===== config.mk =====
export PLATFORM = sky130hd
export DESIGN_NAME = phy_pwr_seq
export DESIGN_NICKNAME = d
export VERILOG_FILES = /design/src/rtl/phy_pwr_seq_pkg.sv /design/src/rtl/pps_clk_div.sv /design/src/rtl/pps_poll_timer.sv /design/src/rtl/pps_bus_port.sv /design/src/rtl/phy_pwr_seq.sv
export SDC_FILE = /design/constraint.sdc
export NUM_CORES = 1
export LEC_CHECK = 0
export CAP_MARGIN = 20
export CORE_ASPECT_RATIO = 1.25
export CORE_MARGIN = 1
export CORE_UTILIZATION = 59
export CTS_CLUSTER_DIAMETER = 30
export DETAILED_ROUTE_END_ITERATION = 10
export PLACE_DENSITY_LB_ADDON = 0.1
export REMOVE_ABC_BUFFERS = 1
export SYNTH_ARGS = -nofsm -noshare
export SYNTH_HDL_FRONTEND = slang
export SYNTH_SLANG_ARGS = --single-unit

===== constraint.sdc =====
create_clock -name clk -period 16.25 [get_ports clk]
set_input_delay 1.625 -clock clk [delete_from_list [all_inputs] [get_ports clk]]
set_output_delay 1.625 -clock clk [all_outputs]
set_load 0.005 [all_outputs]

===== src/rtl/phy_pwr_seq_pkg.sv =====
package phy_pwr_seq_pkg;

  localparam int PPS_DW = 32;

  typedef enum logic [2:0] {
    ERR_NONE   = 3'd0,
    ERR_REJECT = 3'd1,
    ERR_CLOCK  = 3'd2,
    ERR_BAND   = 3'd3,
    ERR_LOCK   = 3'd4,
    ERR_READY  = 3'd5
  } pps_err_e;

  typedef enum logic [3:0] {
    ST_IDLE,
    ST_CLKCHK,
    ST_WDIV,
    ST_WPLL,
    ST_WBAND,
    ST_RSSM,
    ST_WSSM,
    ST_PLOCK,
    ST_PRDY,
    ST_OFFR,
    ST_OFFW
  } pps_state_e;

  // startup register: keep calibration wait field, set enable and tx-mode bits
  localparam logic [PPS_DW-1:0] SSM_KEEP = 32'h0000_01FE;
  localparam logic [PPS_DW-1:0] SSM_SET  = 32'h0000_0201;
  localparam logic [PPS_DW-1:0] SSM_EN   = 32'h0000_0001;

endpackage


===== src/rtl/pps_clk_div.sv =====
module pps_clk_div #(
  parameter int FREQ_W  = 27,
  parameter int DIV_W   = 8,
  parameter int MAX_HZ  = 100_000_000,
  parameter int STEP_HZ = 1_000_000
) (
  input  logic [FREQ_W-1:0] freq_hz,
  output logic              ok,
  output logic [DIV_W-1:0]  div
);
  localparam int HALF   = STEP_HZ / 2;
  localparam int DIV_HI = (MAX_HZ + HALF) / STEP_HZ;

  logic [FREQ_W:0] biased;
  logic [FREQ_W:0] quot;

  always_comb begin
    biased = {1'b0, freq_hz} + (FREQ_W+1)'(HALF);
    quot   = biased / (FREQ_W+1)'(STEP_HZ);
    div    = DIV_W'(quot);
    ok     = (freq_hz != '0) && (freq_hz <= FREQ_W'(MAX_HZ));
  end


  always_comb begin
    if (ok) div_range_chk: assert (div <= DIV_W'(DIV_HI));
  end

endmodule


===== src/rtl/pps_poll_timer.sv =====
module pps_poll_timer #(
  parameter int LIMIT = 1000
) (
  input  logic clk,
  input  logic rst_n,
  input  logic clr,
  input  logic tick,
  output logic expired
);
  localparam int CW = $clog2(LIMIT + 1);

  logic [CW-1:0] cnt;

  always_ff @(posedge clk) begin
    if (!rst_n)                            cnt <= '0;
    else if (clr)                          cnt <= '0;
    else if (tick && (cnt != CW'(LIMIT)))  cnt <= cnt + 1'b1;
  end

  assign expired = (cnt == CW'(LIMIT));


  tick_gate_chk: assert property (@(posedge clk) disable iff (!rst_n)
    (!clr && !tick) |=> $stable(cnt));


  restart_chk: assert property (@(posedge clk) disable iff (!rst_n)
    clr |=> !expired);

endmodule


===== src/rtl/pps_bus_port.sv =====
module pps_bus_port #(
  parameter int AW = 12,
  parameter int DW = 32
) (
  input  logic          clk,
  input  logic          rst_n,
  input  logic          req,
  input  logic          req_wr,
  input  logic [AW-1:0] req_addr,
  input  logic [DW-1:0] req_wdata,
  output logic          done,
  output logic [DW-1:0] rdata,
  output logic          bus_wr,
  output logic          bus_rd,
  output logic [AW-1:0] bus_addr,
  output logic [DW-1:0] bus_wdata,
  input  logic [DW-1:0] bus_rdata,
  input  logic          bus_ack
);
  logic active;

  always_ff @(posedge clk) begin
    if (!rst_n) begin
      active    <= 1'b0;
      bus_wr    <= 1'b0;
      bus_rd    <= 1'b0;
      bus_addr  <= '0;
      bus_wdata <= '0;
      rdata     <= '0;
      done      <= 1'b0;
    end else begin
      done <= 1'b0;
      if (!active && req) begin
        active    <= 1'b1;
        bus_wr    <= req_wr;
        bus_rd    <= !req_wr;
        bus_addr  <= req_addr;
        bus_wdata <= req_wdata;
      end else if (active && bus_ack) begin
        active <= 1'b0;
        bus_wr <= 1'b0;
        bus_rd <= 1'b0;
        rdata  <= bus_rdata;
        done   <= 1'b1;
      end
    end
  end


  no_dual_strobe_chk: assert property (@(posedge clk) disable iff (!rst_n)
    !(bus_wr && bus_rd));


  strobe_hold_chk: assert property (@(posedge clk) disable iff (!rst_n)
    ((bus_wr || bus_rd) && !bus_ack) |=>
      ((bus_wr || bus_rd) && $stable(bus_addr) && $stable(bus_wdata) && $stable(bus_wr)));


  single_outstanding_chk: assert property (@(posedge clk) disable iff (!rst_n)
    done |-> !(bus_wr || bus_rd));

endmodule


===== src/rtl/phy_pwr_seq.sv =====
module phy_pwr_seq
  import phy_pwr_seq_pkg::*;
#(
  parameter int ADDR_W     = 12,
  parameter int FREQ_W     = 27,
  parameter int DIV_W      = 8,
  parameter int BAND_W     = 5,
  parameter int TIMEOUT_US = 1000,
  parameter int MAX_SM_HZ  = 100_000_000,
  parameter int STEP_HZ    = 1_000_000,
  parameter logic [ADDR_W-1:0] A_DIV  = 12'h010,
  parameter logic [ADDR_W-1:0] A_PLL  = 12'h020,
  parameter logic [ADDR_W-1:0] A_BAND = 12'h030,
  parameter logic [ADDR_W-1:0] A_SSM  = 12'h040,
  parameter logic [ADDR_W-1:0] A_STAT = 12'h050
) (
  input  logic              clk,
  input  logic              rst_n,
  input  logic              pwr_on_req,
  input  logic              pwr_off_req,
  input  logic              cfg_valid,
  input  logic [FREQ_W-1:0] sm_freq_hz,
  input  logic [31:0]       pll_word,
  input  logic [BAND_W-1:0] band_sel,
  input  logic              band_ok,
  input  logic              us_tick,
  output logic              clk_en_sm,
  output logic              clk_en_ref,
  output logic              powered,
  output logic              busy,
  output logic              err_pulse,
  output logic [2:0]        err_code,
  output logic              bus_wr,
  output logic              bus_rd,
  output logic [ADDR_W-1:0] bus_addr,
  output logic [31:0]       bus_wdata,
  input  logic [31:0]       bus_rdata,
  input  logic              bus_ack
);
  localparam int SB = PPS_DW - 1;

  pps_state_e        state;
  pps_err_e          code_q;
  logic              issued, clk_en;
  logic              div_ok;
  logic [DIV_W-1:0]  div_val;
  logic              acc_on, acc_req, acc_wr, acc_done;
  logic [ADDR_W-1:0] acc_addr;
  logic [PPS_DW-1:0] acc_wdata, acc_rdata;
  logic              tmr_clr, poll_expired;
  logic              fail_hit;
  pps_err_e          fail_kind;

  pps_clk_div #(
    .FREQ_W (FREQ_W), .DIV_W (DIV_W), .MAX_HZ (MAX_SM_HZ), .STEP_HZ (STEP_HZ)
  ) u_div (
    .freq_hz (sm_freq_hz), .ok (div_ok), .div (div_val)
  );

  pps_poll_timer #(.LIMIT (TIMEOUT_US)) u_tmr (
    .clk (clk), .rst_n (rst_n), .clr (tmr_clr), .tick (us_tick), .expired (poll_expired)
  );

  pps_bus_port #(.AW (ADDR_W), .DW (PPS_DW)) u_port (
    .clk (clk), .rst_n (rst_n),
    .req (acc_req), .req_wr (acc_wr), .req_addr (acc_addr), .req_wdata (acc_wdata),
    .done (acc_done), .rdata (acc_rdata),
    .bus_wr (bus_wr), .bus_rd (bus_rd), .bus_addr (bus_addr), .bus_wdata (bus_wdata),
    .bus_rdata (bus_rdata), .bus_ack (bus_ack)
  );

  // access selected by the current step
  always_comb begin
    acc_on    = 1'b1;
    acc_wr    = 1'b0;
    acc_addr  = '0;
    acc_wdata = '0;
    unique case (state)
      ST_WDIV:  begin acc_wr = 1'b1; acc_addr = A_DIV;  acc_wdata = PPS_DW'(div_val); end
      ST_WPLL:  begin acc_wr = 1'b1; acc_addr = A_PLL;  acc_wdata = pll_word; end
      ST_WBAND: begin acc_wr = 1'b1; acc_addr = A_BAND; acc_wdata = PPS_DW'({band_sel, band_sel}); end
      ST_RSSM, ST_OFFR: acc_addr = A_SSM;
      ST_WSSM:  begin acc_wr = 1'b1; acc_addr = A_SSM; acc_wdata = (acc_rdata & SSM_KEEP) | SSM_SET; end
      ST_OFFW:  begin acc_wr = 1'b1; acc_addr = A_SSM; acc_wdata = acc_rdata & ~SSM_EN; end
      ST_PLOCK: acc_addr = A_PLL;
      ST_PRDY:  acc_addr = A_STAT;
      default:  acc_on = 1'b0;
    endcase
    acc_req = acc_on && !issued;
  end

  // failure detection per step
  always_comb begin
    fail_hit  = 1'b0;
    fail_kind = ERR_NONE;
    unique case (state)
      ST_CLKCHK: if (!div_ok) begin fail_hit = 1'b1; fail_kind = ERR_CLOCK; end
      ST_WPLL:   if (acc_done && !band_ok) begin fail_hit = 1'b1; fail_kind = ERR_BAND; end
      ST_PLOCK:  if (acc_done && !acc_rdata[SB] && poll_expired) begin
                   fail_hit = 1'b1; fail_kind = ERR_LOCK;
                 end
      ST_PRDY:   if (acc_done && !acc_rdata[SB] && poll_expired) begin
                   fail_hit = 1'b1; fail_kind = ERR_READY;
                 end
      default: ;
    endcase
  end

  assign tmr_clr = acc_done && ((state == ST_WSSM) || ((state == ST_PLOCK) && acc_rdata[SB]));

  always_ff @(posedge clk) begin
    if (!rst_n) begin
      state     <= ST_IDLE;
      issued    <= 1'b0;
      clk_en    <= 1'b0;
      powered   <= 1'b0;
      err_pulse <= 1'b0;
      code_q    <= ERR_NONE;
    end else begin
      err_pulse <= 1'b0;
      if (acc_req)  issued <= 1'b1;
      if (acc_done) issued <= 1'b0;
      unique case (state)
        ST_IDLE: begin
          if (pwr_on_req) begin
            if (!cfg_valid || powered) begin
              err_pulse <= 1'b1;
              code_q    <= ERR_REJECT;
            end else begin
              clk_en <= 1'b1;
              code_q <= ERR_NONE;
              state  <= ST_CLKCHK;
            end
          end else if (pwr_off_req) begin
            clk_en <= 1'b0;
            state  <= ST_OFFR;
          end
        end
        ST_CLKCHK: state <= ST_WDIV;
        ST_WDIV:   if (acc_done) state <= ST_WPLL;
        ST_WPLL:   if (acc_done) state <= ST_WBAND;
        ST_WBAND:  if (acc_done) state <= ST_RSSM;
        ST_RSSM:   if (acc_done) state <= ST_WSSM;
        ST_WSSM:   if (acc_done) state <= ST_PLOCK;
        ST_PLOCK:  if (acc_done && acc_rdata[SB]) state <= ST_PRDY;
        ST_PRDY:   if (acc_done && acc_rdata[SB]) begin
                     powered <= 1'b1;
                     state   <= ST_IDLE;
                   end
        ST_OFFR:   if (acc_done) state <= ST_OFFW;
        ST_OFFW:   if (acc_done) begin
                     powered <= 1'b0;
                     state   <= ST_IDLE;
                   end
        default:   state <= ST_IDLE;
      endcase
      if (fail_hit) begin
        clk_en    <= 1'b0;
        powered   <= 1'b0;
        err_pulse <= 1'b1;
        code_q    <= fail_kind;
        issued    <= 1'b0;
        state     <= ST_IDLE;
      end
    end
  end

  assign clk_en_sm  = clk_en;
  assign clk_en_ref = clk_en;
  assign busy       = (state != ST_IDLE);
  assign err_code   = code_q;


  fail_collapse_chk: assert property (@(posedge clk) disable iff (!rst_n)
    (err_pulse && (err_code != ERR_REJECT)) |-> (!clk_en_sm && !clk_en_ref && !powered));


  power_up_chk: assert property (@(posedge clk) disable iff (!rst_n)
    $rose(powered) |-> (clk_en_sm && !busy));


  reject_keep_chk: assert property (@(posedge clk) disable iff (!rst_n)
    (!busy && pwr_on_req && powered) |=> (powered && err_pulse && (err_code == ERR_REJECT) && !busy));


  off_enable_chk: assert property (@(posedge clk) disable iff (!rst_n)
    (!busy && !pwr_on_req && pwr_off_req) |=> (!clk_en_sm && !clk_en_ref && busy));


  busy_ignore_chk: assert property (@(posedge clk) disable iff (!rst_n)
    (busy && !fail_hit && (state == ST_WDIV)) |=> busy);

endmodule


==> metrics.txt <==
status=completed; largest net degree at the start of global routing=78; post-synthesis sequential area ratio=0.210; Min Clock Period, post-route=12,600 ps; WL final=25.6 mm; Post-DP HPWL=19.2 mm; per-cell routed wire length=17.2 um; dominant synthesized flop cell=dfxtp_1; initial antenna violation count=0; Synth top cells by count=nand2_1 (179), nor2_1 (98), dfxtp_1 (91), o21ai_0 (64), a21oi_1 (56); filler cell count=1,211; grt total ovfl=0; relative max-transition margin=0.409; Row Count=49; cell area after layout=10,500 um^2; MaxCap Viol Count=0; Hold Crit Class=reg -> reg; first-pass GRT wire length=40.8 mm; CTS Buf Count=9; postcts setup bufs=0; Die W=111 um; Resize count post-CTS=0; clock skew=6.66 ps; final setup fails=0; Post-Syn Instances=1,200; Setup crit end kind=flop; drc violations=0; layout cell share with drive strength beyond 1=0.0627; YS warnings=0; slowest stage delay, CP=670 ps; most frequent cell after synthesis=nand2_1; ANT nets after route=0; mean post-synth cell area=7.24 um^2; Post-DP Area=10,100 um^2; core area=14,400 um^2; crit path launch type=input pin; clock latency on the worst-skew pair=340 ps; clock buffer depth=2; fmax=79.4 MHz; initial core utilization=0.603; # hold bufs at CTS=0; CP arrival=12,840 ps; Post-synth EDFFs=0; CTS tree=built; Die Y=138 um; RR Startpoint=state[2]; worst hold margin=464 ps; total track usage=0.321; RSZ-0062 raised after global routing=false; Initial DRT Pass Iterations=6; clk slew on worst S/H paths=70 ps; Yosys reg bits=91; CP required=16,480 ps; share of the synthesized area in the top cell type=0.210; GPL Wtd Cong=0.924; post-route setup TNS=0 ps; Critical Path Fanout Max=17; vias per std cell=6.43; vias in the first global route=8,580; 1st-iter DRT viols=641; Yosys cell types=107; Overall Power=1.20 mW; CTS root buffer=clkbuf_16; P_leak=3.53 nW; CP Launch Point=sm_freq_hz[5]; Clock Sinks=91; num ports=158; pins over their slew limit=0; Vias=9,543; Synth area leaders=dfxtp_1 (21%), nand2_1 (7.7%), xnor2_1 (4.7%), nor2_1 (4.2%), o21ai_0 (3.7%); CP max-delay cell=a221oi_1; VDD IR max=98.1 uV; area grow syn2layout=20.5%; Slew @ Worst Pin=887 ps; hold path start=u_port.rdata[22]; critical path class=in -> reg; antenna cell count=0; Synth area leader=dfxtp_1; die area=15,200 um^2; IO buf count=147; H-tree level count=3; final hold violations=0; FFs w/ async S/R, synth=0; final net count=1,411; cell area after synthesis=8680 um^2; final cycle utilization of the critical path=0.776; power density over the cells=114 nW/um^2
-- power by group --
part / switching [mW] / total [mW] / internal (mW)
Sequential: 0.0238 / 0.268 / 0.244
Clock: 0.0897 / 0.229 / 0.139
Combinational: 0.433 / 0.700 / 0.267
Total: 0.546 / 1.20 / 0.651
-- cells in the final DEF, fill, tap and decap left out, types with 24 or more instances in the layout --
master,n
and2_1,43
a22oi_1,30
a21boi_0,38
clkdlybuf4s50_1,146
nand3_1,41
nor3_1,50
xnor2_1,47
a21oi_1,56
o21ai_0,64
nand2_1,179
dfxtp_1,91
nor4_1,24
nor2_1,98
-- cell type report --
cell class | instances | area, um^2 | area share
inverters | 19 | 71.3 | 0.00681
clock buffers | 10 | 239 | 0.0228
clock inverters | 5 | 86.3 | 0.00825
multi-input cells | 1027 | 6500 | 0.621
well taps | 178 | 223 | 0.0213
repair buffers | 155 | 1530 | 0.146
flip-flops and latches | 91 | 1820 | 0.174
-- path summary, 6_finish.rpt --
check / to / slack [ps] / cells past startpoint
worst max-delay path: u_port.bus_wdata[0] / 3650 / 31
worst max register to register: u_port.bus_wdata[0] / 13050 / 7
worst min-delay path: u_port.rdata[22] / 460 / 2
worst min register to register: u_port.rdata[22] / 460 / 2
-- routing by layer --
layer  track usage  share of wire  up-vias
li1              -              -     4671
met1         0.381           0.41     4444
met2         0.563           0.49      351
met3        0.0620          0.061       77
met4         0.144          0.040        0
met5             0              0        -
-- cells by family (layout without fill, tap and decap cells) --
logic type / after synthesis / after routing / share of synthesized area
compound gates: 375 / 375 / 0.331
other cells: 1 / 9 / 0.000432
buf+inv: 90 / 189 / 0.0461
simple gates: 547 / 547 / 0.309
mux: 17 / 17 / 0.0200
flops: 91 / 91 / 0.210
fa+ha+maj: 7 / 7 / 0.00922
xor+xnor: 72 / 72 / 0.0743
-- critical path, delay by kind of cell --
| family | cells | cell delay (ps) |
|---|---|---|
| buffers and inverters | 1 | 580 |
| and+or+nand+nor | 4 | 940 |
| AOI/OAI and AO/OA | 23 | 8510 |
| muxes | 2 | 780 |
| adders and majority gates | 1 | 390 |
-- state kept, by name (all words and copies together) (netlist names) --
name / count
u_port.bus_wdata: 32
u_port.rdata: 31
u_tmr.cnt: 10
state: 4
err_code: 3
u_port.bus_addr: 3
clk_en_ref: 1
err_pulse: 1
issued: 1
powered: 1
u_port.active: 1
u_port.bus_rd: 1
u_port.bus_wr: 1
u_port.done: 1
-- metrics by stage --
stage	utilization	setup slack, ps	instances
after floorplan	-	5940	1137
after global placement	0.704	3650	1470
after detailed placement	0.704	3510	1470
after CTS	0.726	3830	1485
after global routing	0.726	2930	1485
final	0.726	3650	1485
Note: power is estimated with default switching activity, not from simulation.
